**config.mk**
```make
export PLATFORM = sky130hd
export DESIGN_NAME = oc_mod_top
export DESIGN_NICKNAME = d
export VERILOG_FILES = /design/src/rtl/oc_mod_pkg.sv /design/src/rtl/oc_mod_chan_detect.sv /design/src/rtl/oc_mod_next_src.sv /design/src/rtl/oc_mod_blend.sv /design/src/rtl/oc_mod_top.sv
export SDC_FILE = /design/constraint.sdc
export NUM_CORES = 1
export LEC_CHECK = 0
export ABC_AREA = 0
export CAP_MARGIN = 0
export CORE_AREA = 3 3 40 42
export CTS_CLUSTER_DIAMETER = 30
export CTS_CLUSTER_SIZE = 20
export DETAILED_ROUTE_END_ITERATION = 7
export DIE_AREA = 0 0 43 45
export GPL_ROUTABILITY_DRIVEN = 0
export GPL_TIMING_DRIVEN = 0
export SLEW_MARGIN = 25
export SYNTH_ARGS = -nofsm -noshare
export SYNTH_HDL_FRONTEND = slang
export SYNTH_HIERARCHICAL = 1
export SYNTH_SLANG_ARGS = --single-unit
```
**constraint.sdc**
```tcl
create_clock -name clk -period 0.9 [get_ports clk]
set_clock_uncertainty 0.05 [all_clocks]
set_input_delay 0.18 -clock clk [delete_from_list [all_inputs] [get_ports clk]]
set_output_delay 0.18 -clock clk [all_outputs]
set_load 0.005 [all_outputs]
```
**src/rtl/oc_mod_pkg.sv**
```systemverilog
package oc_mod_pkg;

    // Which source currently owns the shared pin
    typedef enum logic [1:0] {
        SRC_PORT    = 2'd0,
        SRC_CARRIER = 2'd1,
        SRC_MOD     = 2'd2,
        SRC_BLEND   = 2'd3
    } src_sel_e;

    // Channel index positions in the enable vector
    localparam int unsigned CH_CARRIER = 0;
    localparam int unsigned CH_MOD     = 1;
    localparam int unsigned NUM_CH     = 2;

endpackage

```
**src/rtl/oc_mod_chan_detect.sv**
```systemverilog
module oc_mod_chan_detect #(
    parameter int unsigned MODE_W = 2
) (
    input  logic [MODE_W-1:0] mode,
    output logic              active
);

    // A channel claims the pin for every nonzero mode value
    always_comb begin
        active = |mode;
    end

endmodule

```
**src/rtl/oc_mod_next_src.sv**
```systemverilog
module oc_mod_next_src
    import oc_mod_pkg::*;
(
    input  logic [NUM_CH-1:0] active,
    output src_sel_e          nxt
);

    always_comb begin
        nxt = SRC_PORT;
        unique case (active)
            2'b00: nxt = SRC_PORT;     // T_TO_PORT
            2'b01: nxt = SRC_CARRIER;  // T_TO_CARRIER
            2'b10: nxt = SRC_MOD;      // T_TO_MOD
            2'b11: nxt = SRC_BLEND;    // T_TO_BLEND
            default: nxt = SRC_PORT;
        endcase
    end

endmodule

```
**src/rtl/oc_mod_blend.sv**
```systemverilog
module oc_mod_blend
    import oc_mod_pkg::*;
(
    input  src_sel_e sel,
    input  logic     carrier_wave,
    input  logic     mod_wave,
    input  logic     port_bit,
    output logic     level
);

    always_comb begin
        level = 1'b0;
        unique case (sel)
            SRC_PORT:    level = port_bit;
            SRC_CARRIER: level = carrier_wave;
            SRC_MOD:     level = mod_wave;
            SRC_BLEND:   level = port_bit ? (carrier_wave | mod_wave)
                                          : (carrier_wave & mod_wave);
            default:     level = 1'b0;
        endcase
    end

endmodule

```
**src/rtl/oc_mod_top.sv**
```systemverilog
module oc_mod_top
    import oc_mod_pkg::*;
#(
    parameter int unsigned MODE_W = 2
) (
    input  logic              clk,
    input  logic              rst_n,
    input  logic              carrier_wave,
    input  logic [MODE_W-1:0] carrier_mode,
    input  logic              mod_wave,
    input  logic [MODE_W-1:0] mod_mode,
    input  logic              port_bit,
    output logic              pin_out
);

    logic [NUM_CH-1:0][MODE_W-1:0] mode_vec;
    logic [NUM_CH-1:0]             ch_active;
    src_sel_e                      state_q;
    src_sel_e                      state_d;
    logic                          level_d;
    logic                          pin_q;

    always_comb begin
        mode_vec[CH_CARRIER] = carrier_mode;
        mode_vec[CH_MOD]     = mod_mode;
    end

    // One enable detector per channel
    for (genvar ch = 0; ch < NUM_CH; ch++) begin : g_chan
        oc_mod_chan_detect #(
            .MODE_W (MODE_W)
        ) u_detect (
            .mode   (mode_vec[ch]),
            .active (ch_active[ch])
        );
    end

    oc_mod_next_src u_next (
        .active (ch_active),
        .nxt    (state_d)
    );

    oc_mod_blend u_blend (
        .sel          (state_d),
        .carrier_wave (carrier_wave),
        .mod_wave     (mod_wave),
        .port_bit     (port_bit),
        .level        (level_d)
    );

    // State register: which source owns the pin
    always_ff @(posedge clk or negedge rst_n) begin
        if (!rst_n) begin
            state_q <= SRC_PORT;
        end else begin
            state_q <= state_d;
        end
    end

    // Output register: pin level from the source chosen on this edge
    always_ff @(posedge clk or negedge rst_n) begin
        if (!rst_n) begin
            pin_q <= 1'b0;
        end else begin
            pin_q <= level_d;
        end
    end

    assign pin_out = pin_q;

    // ---------------- assertions ----------------
    always_comb begin
        if (!rst_n) begin
            AST_RESET_PIN_LOW: assert (pin_out == 1'b0 && state_q == SRC_PORT);
        end
    end

    AST_IDLE_PORT_PASS: assert property (@(posedge clk) disable iff (!rst_n)
        (carrier_mode == '0 && mod_mode == '0) |=> (pin_out == $past(port_bit)));

    AST_CARRIER_ONLY: assert property (@(posedge clk) disable iff (!rst_n)
        (carrier_mode != '0 && mod_mode == '0) |=> (pin_out == $past(carrier_wave)));

    AST_MOD_ONLY: assert property (@(posedge clk) disable iff (!rst_n)
        (carrier_mode == '0 && mod_mode != '0) |=> (pin_out == $past(mod_wave)));

    AST_BLEND_AND: assert property (@(posedge clk) disable iff (!rst_n)
        (carrier_mode != '0 && mod_mode != '0 && !port_bit)
        |=> (pin_out == ($past(carrier_wave) && $past(mod_wave))));

    AST_BLEND_OR: assert property (@(posedge clk) disable iff (!rst_n)
        (carrier_mode != '0 && mod_mode != '0 && port_bit)
        |=> (pin_out == ($past(carrier_wave) || $past(mod_wave))));

    AST_BLEND_STATE: assert property (@(posedge clk) disable iff (!rst_n)
        (carrier_mode != '0 && mod_mode != '0) |=> (state_q == SRC_BLEND));

    AST_SWITCH_NO_STALE: assert property (@(posedge clk) disable iff (!rst_n)
        (carrier_mode == '0 && mod_mode == '0 && !$stable(mod_mode))
        |=> (state_q == SRC_PORT && pin_out == $past(port_bit)));

endmodule

```
==> results of run 1 <==
==> worst max-delay path by stage <==
| stage | start | to | slack [ns] | cells past startpoint |
|---|---|---|---|---|
| 2_1_floorplan | carrier_mode[1] | pin_out | -0.02 | 4 |
| 3_3_place_gp | carrier_mode[1] | pin_out | -0.46 | 5 |
| 3_5_place_dp | carrier_mode[1] | pin_out | -0.47 | 5 |
| 4_1_cts | carrier_mode[0] | pin_out | -0.12 | 4 |
| 5_1_grt | carrier_mode[1] | pin_out | -0.15 | 5 |
| 6_report | carrier_mode[1] | pin_out | -0.1 | 5 |
==> layout make-up <==
| type | instances | area [sq um] |
|---|---|---|
| timing repair buffer | 9 | 83.83 |
| sequential | 1 | 25.02 |
| fill | 148 | 1066 |
| multi-input combinational | 9 | 91.34 |
| tap | 15 | 18.77 |
==> where the power goes <==
part,internal [mW],total [mW],switching (mW),leakage (nW)
clock,0,0,0,0
combinational,0.0498,0.0763,0.0265,0.0794
sequential,0.0507,0.0518,0.00114,0.0119
total,0.101,0.128,0.0276,0.0913
==> metal layers <==
metal | GRT usage | up-vias | share of wire
met4 | 0 | 0 | 0
met5 | 0 | - | 0
li1 | - | 53 | -
met1 | 0.04057 | 44 | 0.50
met2 | 0.04192 | 8 | 0.35
met3 | 0.007968 | 0 | 0.15
==> repair_timing <==
item / 4_1_cts / 5_1_grt
pin swaps: 5 / 4
hold buffers: 0 / 0
endpoints found under the setup margin: 2 / 1
resized for setup: 21 / 3
buffers inserted: 0 / 0
==> cells in the mapped netlist, drive strengths merged <==
library cell / n / share of area
nand2b: 2 / 0.13
a211oi: 1 / 0.13
clkbuf: 2 / 0.076
a21oi: 2 / 0.10
nor2b: 1 / 0.089
dfrtp: 1 / 0.25
or2: 2 / 0.13
nor3: 1 / 0.10
==> logic make-up (layout without fill, tap and decap cells) <==
kind of cell	after synthesis	after routing
flops	1	1
simple gates	6	6
compound gates	3	3
buf+inv	2	9
==> through the flow <==
stage	setup TNS (ns)	total power [mW]
after global placement	-0.5837	0.1254
after CTS	-0.1250	0.1246
after detailed placement	-0.5916	0.1264
after global routing	-0.1508	0.1352
after floorplan	-0.02215	0.07846
final	-0.09603	0.1282
==> impl_metrics.prom, run 1 <==
# TYPE chip_impl_metric gauge
chip_impl_info{name="crit_path_start_kind",value="input pin"} 1
chip_impl_metric{name="dp_slack",unit="ns"} -0.4713
chip_impl_metric{name="relSlewSlack",unit=""} 0.8785
chip_impl_metric{name="antenna_cells_inserted",unit=""} 0
chip_impl_metric{name="mappedNetlistArea",unit="sq um"} 98.85
chip_impl_metric{name="area.growth.synth_to_final",unit="%"} 121.5
chip_impl_info{name="path_cells",value="buf_6 > or2_4 > nor2b_4 > a211oi_2 > nor3_2"} 1
chip_impl_metric{name="maxCapViolCount",unit=""} 0
chip_impl_info{name="timing.critical_path.to_type",value="flop"} 1
chip_impl_metric{name="dp_cell_count",unit=""} 36
chip_impl_metric{name="globalRoute.totalOverflow",unit=""} 0
chip_impl_metric{name="final.period_utilization",unit=""} 1.107
chip_impl_metric{name="core_region_area",unit="sq um"} 1285
chip_impl_metric{name="cp_max_fo",unit=""} 4
chip_impl_metric{name="ys_ff_latch",unit=""} 1
chip_impl_metric{name="cellLeakagePower",unit="nW"} 0.09125
chip_impl_info{name="most-common-layout-cells",value="3 x sky130_fd_sc_hd__dlygate4sd2_1, 2 x sky130_fd_sc_hd__or2_4, 2 x sky130_fd_sc_hd__buf_6, 2 x sky130_fd_sc_hd__clkdlybuf4s15_1, 2 x sky130_fd_sc_hd__a21oi_2"} 1
chip_impl_metric{name="yosys.cell_types.count",unit=""} 8
chip_impl_metric{name="mappedNetlistNets",unit=""} 21
chip_impl_metric{name="mux_cell_area_share_after_synthesis",unit=""} 0
chip_impl_metric{name="largest_register_ffs",unit=""} 1
chip_impl_metric{name="yosys.area_share.adder",unit=""} 0
chip_impl_info{name="violations",value="setup timing"} 1
chip_impl_metric{name="routed_wire_length_per_instance",unit="um"} 7.529
chip_impl_metric{name="yosys.area_share.xor_xnor",unit=""} 0
chip_impl_metric{name="grt_first_pass_wirelength",unit="um"} 441
chip_impl_metric{name="syn_avg_cell_area",unit="sq um"} 8.237
chip_impl_metric{name="vdd_ir_drop_max",unit="mV"} 0.1444
chip_impl_metric{name="place.port_buffers",unit=""} 9
chip_impl_info{name="hold_removal_path_class",value="input pin to asynchronous set/reset pin"} 1
chip_impl_metric{name="ys_warns",unit=""} 6
chip_impl_metric{name="hold_slack",unit="ns"} 0.2794
chip_impl_metric{name="via_count_of_the_first_global_routing_pass",unit=""} 101
chip_impl_metric{name="maximum_number_of_pins_on_one_net_before_global_route_repair",unit=""} 5
chip_impl_metric{name="design.final.nets",unit=""} 30
chip_impl_metric{name="cts.clk_slew.worst_paths",unit="ns"} 0
chip_impl_info{name="crit_path_top_delay_cell",value="sky130_fd_sc_hd__or2_4"} 1
chip_impl_metric{name="floorplan.initialDensity",unit=""} 0.07692
chip_impl_metric{name="design.portCount",unit=""} 10
chip_impl_metric{name="chipWidth",unit="um"} 43
chip_impl_metric{name="share_of_synthesized_cell_area_in_and_or_nand_and_nor_gates",unit=""} 0.4430
chip_impl_metric{name="synth-compound-area-share",unit=""} 0.2278
chip_impl_metric{name="pins_over_slew_limit",unit=""} 0
chip_impl_metric{name="vias",unit=""} 105
chip_impl_metric{name="global_route.usage.total",unit=""} 0.02739
chip_impl_metric{name="worst_pin_slew",unit="ns"} 0.1819
chip_impl_metric{name="post-route-cell-area",unit="sq um"} 219.0
chip_impl_metric{name="post_route_cells_drive_above_1_share",unit=""} 0.5789
chip_impl_metric{name="row_count",unit=""} 13
chip_impl_metric{name="dpl-instance-area",unit="sq um"} 209.0
chip_impl_metric{name="crit_arrival",unit="ns"} 0.86
chip_impl_metric{name="die_area",unit="sq um"} 1935
chip_impl_metric{name="critPathBufInv",unit=""} 1
chip_impl_info{name="run_status",value="complete, but fails checks"} 1
chip_impl_metric{name="ys_seq_area_frac",unit=""} 0.2532
chip_impl_metric{name="dr.pass1.iters",unit=""} 1
chip_impl_metric{name="drt_wl_total",unit="um"} 256
chip_impl_info{name="largest_family_of_logic_cells_by_synthesized_area",value="simple AND/OR/NAND/NOR gates"} 1
chip_impl_metric{name="fin_ws",unit="ns"} -0.09603
chip_impl_info{name="grt_setup_unrepaired",value="true"} 1
chip_impl_info{name="layout_commonest_cell",value="sky130_fd_sc_hd__dlygate4sd2_1"} 1
chip_impl_metric{name="worstPathRequired",unit="ns"} 0.77
chip_impl_metric{name="final-setup-viol-count",unit=""} 1
chip_impl_metric{name="timing.final.hold_violations",unit=""} 0
chip_impl_info{name="cpLargestDelayFamily",value="simple AND/OR/NAND/NOR gates"} 1
chip_impl_info{name="worst-setup-path-type",value="input pin to flop"} 1
chip_impl_metric{name="final_cells",unit=""} 34
chip_impl_metric{name="antenna_found_initial",unit=""} 0
chip_impl_metric{name="fp.dieH",unit="um"} 45
chip_impl_metric{name="achievable-frequency",unit="MHz"} 1004
chip_impl_metric{name="cells_after_synth",unit=""} 12
chip_impl_metric{name="drtIter0Drc",unit=""} 0
chip_impl_metric{name="drc_errors",unit=""} 0
chip_impl_metric{name="worst_path_largest_cell_delay",unit="ns"} 0.27
chip_impl_metric{name="min_period",unit="ns"} 0.9960
chip_impl_metric{name="postRouteAntennaNets",unit=""} 0
chip_impl_metric{name="layout.core_utilization",unit=""} 0.1704
chip_impl_metric{name="power_density",unit="nW/um^2"} 585.3
chip_impl_metric{name="routed_via_density",unit=""} 3.088
No activity file was read; power rests on OpenSTA's default activity.
==> run 2, diff against run 1 <==
--- a/config.mk
+++ b/config.mk
@@ -17,5 +17,4 @@
 export SLEW_MARGIN = 25
 export SYNTH_ARGS = -nofsm -noshare
 export SYNTH_HDL_FRONTEND = slang
-export SYNTH_HIERARCHICAL = 1
 export SYNTH_SLANG_ARGS = --single-unit
==> impl_metrics.prom, run 2 <==
# TYPE chip_impl_metric gauge
chip_impl_metric{name="relSlewSlack",unit=""} 0.8212
chip_impl_info{name="synth_common_cells",value="2 x sky130_fd_sc_hd__nor2_1, 2 x sky130_fd_sc_hd__o21a_1, 2 x sky130_fd_sc_hd__o21bai_1"} 1
chip_impl_metric{name="cells_after_synth",unit=""} 10
chip_impl_info{name="hold_removal_path_class",value="input pin to asynchronous set/reset pin"} 1
chip_impl_metric{name="worst_path_largest_cell_delay",unit="ns"} 0.23
chip_impl_metric{name="maximum_number_of_pins_on_one_net_before_global_route_repair",unit=""} 5
chip_impl_metric{name="cp_max_fo",unit=""} 2
chip_impl_metric{name="ys_warns",unit=""} 0
chip_impl_metric{name="asyncSetResetFlopFracSynth",unit=""} 1.000
chip_impl_metric{name="postRouteAntennaNets",unit=""} 0
chip_impl_metric{name="place.port_buffers",unit=""} 9
chip_impl_metric{name="timing.final.hold_violations",unit=""} 0
chip_impl_info{name="most-common-layout-cells",value="2 x sky130_fd_sc_hd__o21a_1, 2 x sky130_fd_sc_hd__buf_2, 2 x sky130_fd_sc_hd__clkbuf_2, 2 x sky130_fd_sc_hd__dlygate4sd2_1"} 1
chip_impl_metric{name="core_region_area",unit="sq um"} 1285
chip_impl_metric{name="design.portCount",unit=""} 10
chip_impl_metric{name="setup-tns-final",unit="ns"} -0.03771
chip_impl_info{name="timing.critical_path.to_type",value="flop"} 1
chip_impl_metric{name="final-setup-viol-count",unit=""} 1
chip_impl_metric{name="routed_via_density",unit=""} 3.559
chip_impl_metric{name="place_hpwl",unit="um"} 231.2
chip_impl_metric{name="routed_wire_length_per_instance",unit="um"} 9.118
chip_impl_info{name="start_point_of_the_critical_path",value="carrier_wave"} 1
chip_impl_info{name="run_status",value="complete, but fails checks"} 1
chip_impl_metric{name="dr.pass1.iters",unit=""} 1
chip_impl_metric{name="cellLeakagePower",unit="nW"} 0.07871
chip_impl_info{name="post_synth_main_area_contributors",value="sky130_fd_sc_hd__dfrtp_1 29%, sky130_fd_sc_hd__a2111oi_2 17%, sky130_fd_sc_hd__o21a_1 17%, sky130_fd_sc_hd__o21bai_1 17%, sky130_fd_sc_hd__nor2_1 8.6%"} 1
chip_impl_metric{name="final_cells",unit=""} 34
chip_impl_metric{name="drt_wl_total",unit="um"} 310
chip_impl_metric{name="final.period_utilization",unit=""} 1.042
chip_impl_metric{name="maxCapViolCount",unit=""} 0
chip_impl_info{name="crit_path_start_kind",value="input pin"} 1
chip_impl_metric{name="antenna_cells_inserted",unit=""} 0
chip_impl_metric{name="post_route_cells_drive_above_1_share",unit=""} 0.5789
chip_impl_info{name="synth_flop_cell",value="sky130_fd_sc_hd__dfrtp_1"} 1
chip_impl_metric{name="drtIter0Drc",unit=""} 0
chip_impl_metric{name="drc_errors",unit=""} 0
chip_impl_metric{name="floorplan.initialDensity",unit=""} 0.06816
chip_impl_metric{name="design.final.nets",unit=""} 30
chip_impl_metric{name="dp_cell_count",unit=""} 34
chip_impl_metric{name="via_count_of_the_first_global_routing_pass",unit=""} 115
chip_impl_metric{name="worst_pin_slew",unit="ns"} 0.2683
chip_impl_metric{name="cts.clk_slew.worst_paths",unit="ns"} 0
chip_impl_metric{name="chipWidth",unit="um"} 43
chip_impl_metric{name="post_synth_edffs",unit=""} 0
chip_impl_metric{name="area.growth.synth_to_final",unit="%"} 145.7
chip_impl_metric{name="achievable-frequency",unit="MHz"} 1066
chip_impl_metric{name="ys_ff_latch",unit=""} 1
chip_impl_info{name="crit_path_top_delay_cell",value="sky130_fd_sc_hd__dlygate4sd2_1"} 1
chip_impl_info{name="path_cells",value="dlygate4sd2_1 > o21bai_4 > a21oi_2 > nor3_2"} 1
chip_impl_metric{name="largest_register_ffs",unit=""} 1
chip_impl_metric{name="globalRoute.totalOverflow",unit=""} 0
chip_impl_metric{name="min_period",unit="ns"} 0.9377
chip_impl_metric{name="global_route.usage.total",unit=""} 0.03071
chip_impl_info{name="violations",value="setup timing"} 1
chip_impl_info{name="grt_setup_unrepaired",value="true"} 1
chip_impl_metric{name="row_count",unit=""} 13
chip_impl_metric{name="power_density",unit="nW/um^2"} 624.5
chip_impl_metric{name="worstPathRequired",unit="ns"} 0.72
chip_impl_metric{name="pins_over_slew_limit",unit=""} 0
chip_impl_metric{name="mappedNetlistNets",unit=""} 19
chip_impl_info{name="synthDominantAreaCellType",value="sky130_fd_sc_hd__dfrtp_1"} 1
chip_impl_metric{name="die_area",unit="sq um"} 1935
chip_impl_metric{name="totalPowerFinal",unit="uW"} 134.4
chip_impl_metric{name="holdBufCountCts",unit=""} 0
chip_impl_metric{name="synth_top_area_frac",unit=""} 0.2857
chip_impl_info{name="worst-setup-path-type",value="input pin to flop"} 1
chip_impl_metric{name="mappedNetlistArea",unit="sq um"} 87.58
chip_impl_metric{name="vias",unit=""} 121
chip_impl_metric{name="antenna_found_initial",unit=""} 0
chip_impl_metric{name="vdd_ir_drop_max",unit="mV"} 0.08907
chip_impl_metric{name="fin_ws",unit="ns"} -0.03771
chip_impl_metric{name="crit_arrival",unit="ns"} 0.76
chip_impl_metric{name="yosys.cell_types.count",unit=""} 7
chip_impl_metric{name="fp.dieH",unit="um"} 45
chip_impl_metric{name="grt_first_pass_wirelength",unit="um"} 503
chip_impl_metric{name="syn_avg_cell_area",unit="sq um"} 8.758
chip_impl_metric{name="ys_seq_area_frac",unit=""} 0.2857
chip_impl_metric{name="dp_slack",unit="ns"} -0.4902
==> run 2: path summary, 6_finish.rpt <==
kind                           end  slack (ns)  cells past startpoint
setup / recovery           pin_out       -0.04                      4
hold / removal             pin_out        0.28                      1
max in group asynchronous  pin_out        0.42                      1
min in group clk           pin_out        0.45                      3
==> run 2: stage by stage <==
step	hold WS [ns]	area (sq um)	util
2_1_floorplan	-0.1656	87.58	-
3_3_place_gp	0.2801	196.4	0.1529
3_5_place_dp	0.2808	196.4	0.1529
4_1_cts	0.2813	202.7	0.1577
5_1_grt	0.2971	215.2	0.1675
6_report	0.2790	215.2	0.1675
==> run 2: per-layer routing <==
| layer | up-vias | GRT usage | share of wire |
|---|---|---|---|
| li1 | 57 | - | - |
| met1 | 54 | 0.04535 | 0.48 |
| met2 | 10 | 0.04192 | 0.32 |
| met3 | 0 | 0.01594 | 0.20 |
| met4 | 0 | 0 | 0 |
| met5 | - | 0 | 0 |
==> run 2: critical path, delay by kind of cell <==
family	cells	cell delay, ns
simple gates	1	0.05
compound gates	2	0.30
buf+inv	1	0.23
==> run 2: final cells by class <==
type                    count  area (sq um)
fillers                   146          1070
multi-input cells           9         97.59
repair buffers              9         73.82
flip-flops and latches      1         25.02
well taps                  15         18.77
==> run 2: kinds of logic (layout without fill, tap and decap cells) <==
family / after synthesis / count (layout) / synth area share
compound gates: 6 / 6 / 0.5712
buf+inv: 0 / 9 / 0
flops: 1 / 1 / 0.2857
simple gates: 3 / 3 / 0.1428
==> run 2: timing repair <==
item                                    in CTS  in global routing
resized for setup                           24                  9
endpoints found under the setup margin       2                  1
buffers inserted                             0                  0
endpoints found under the hold margin        0                  0
pin swaps                                    5                  4
==> run 2: power by group <==
part / internal [mW] / switching [mW] / leakage [nW]
Combinational: 0.0481 / 0.0348 / 0.0668
Sequential: 0.0506 / 0.000877 / 0.0119
Clock: 0 / 0 / 0
Total: 0.0987 / 0.0357 / 0.0787
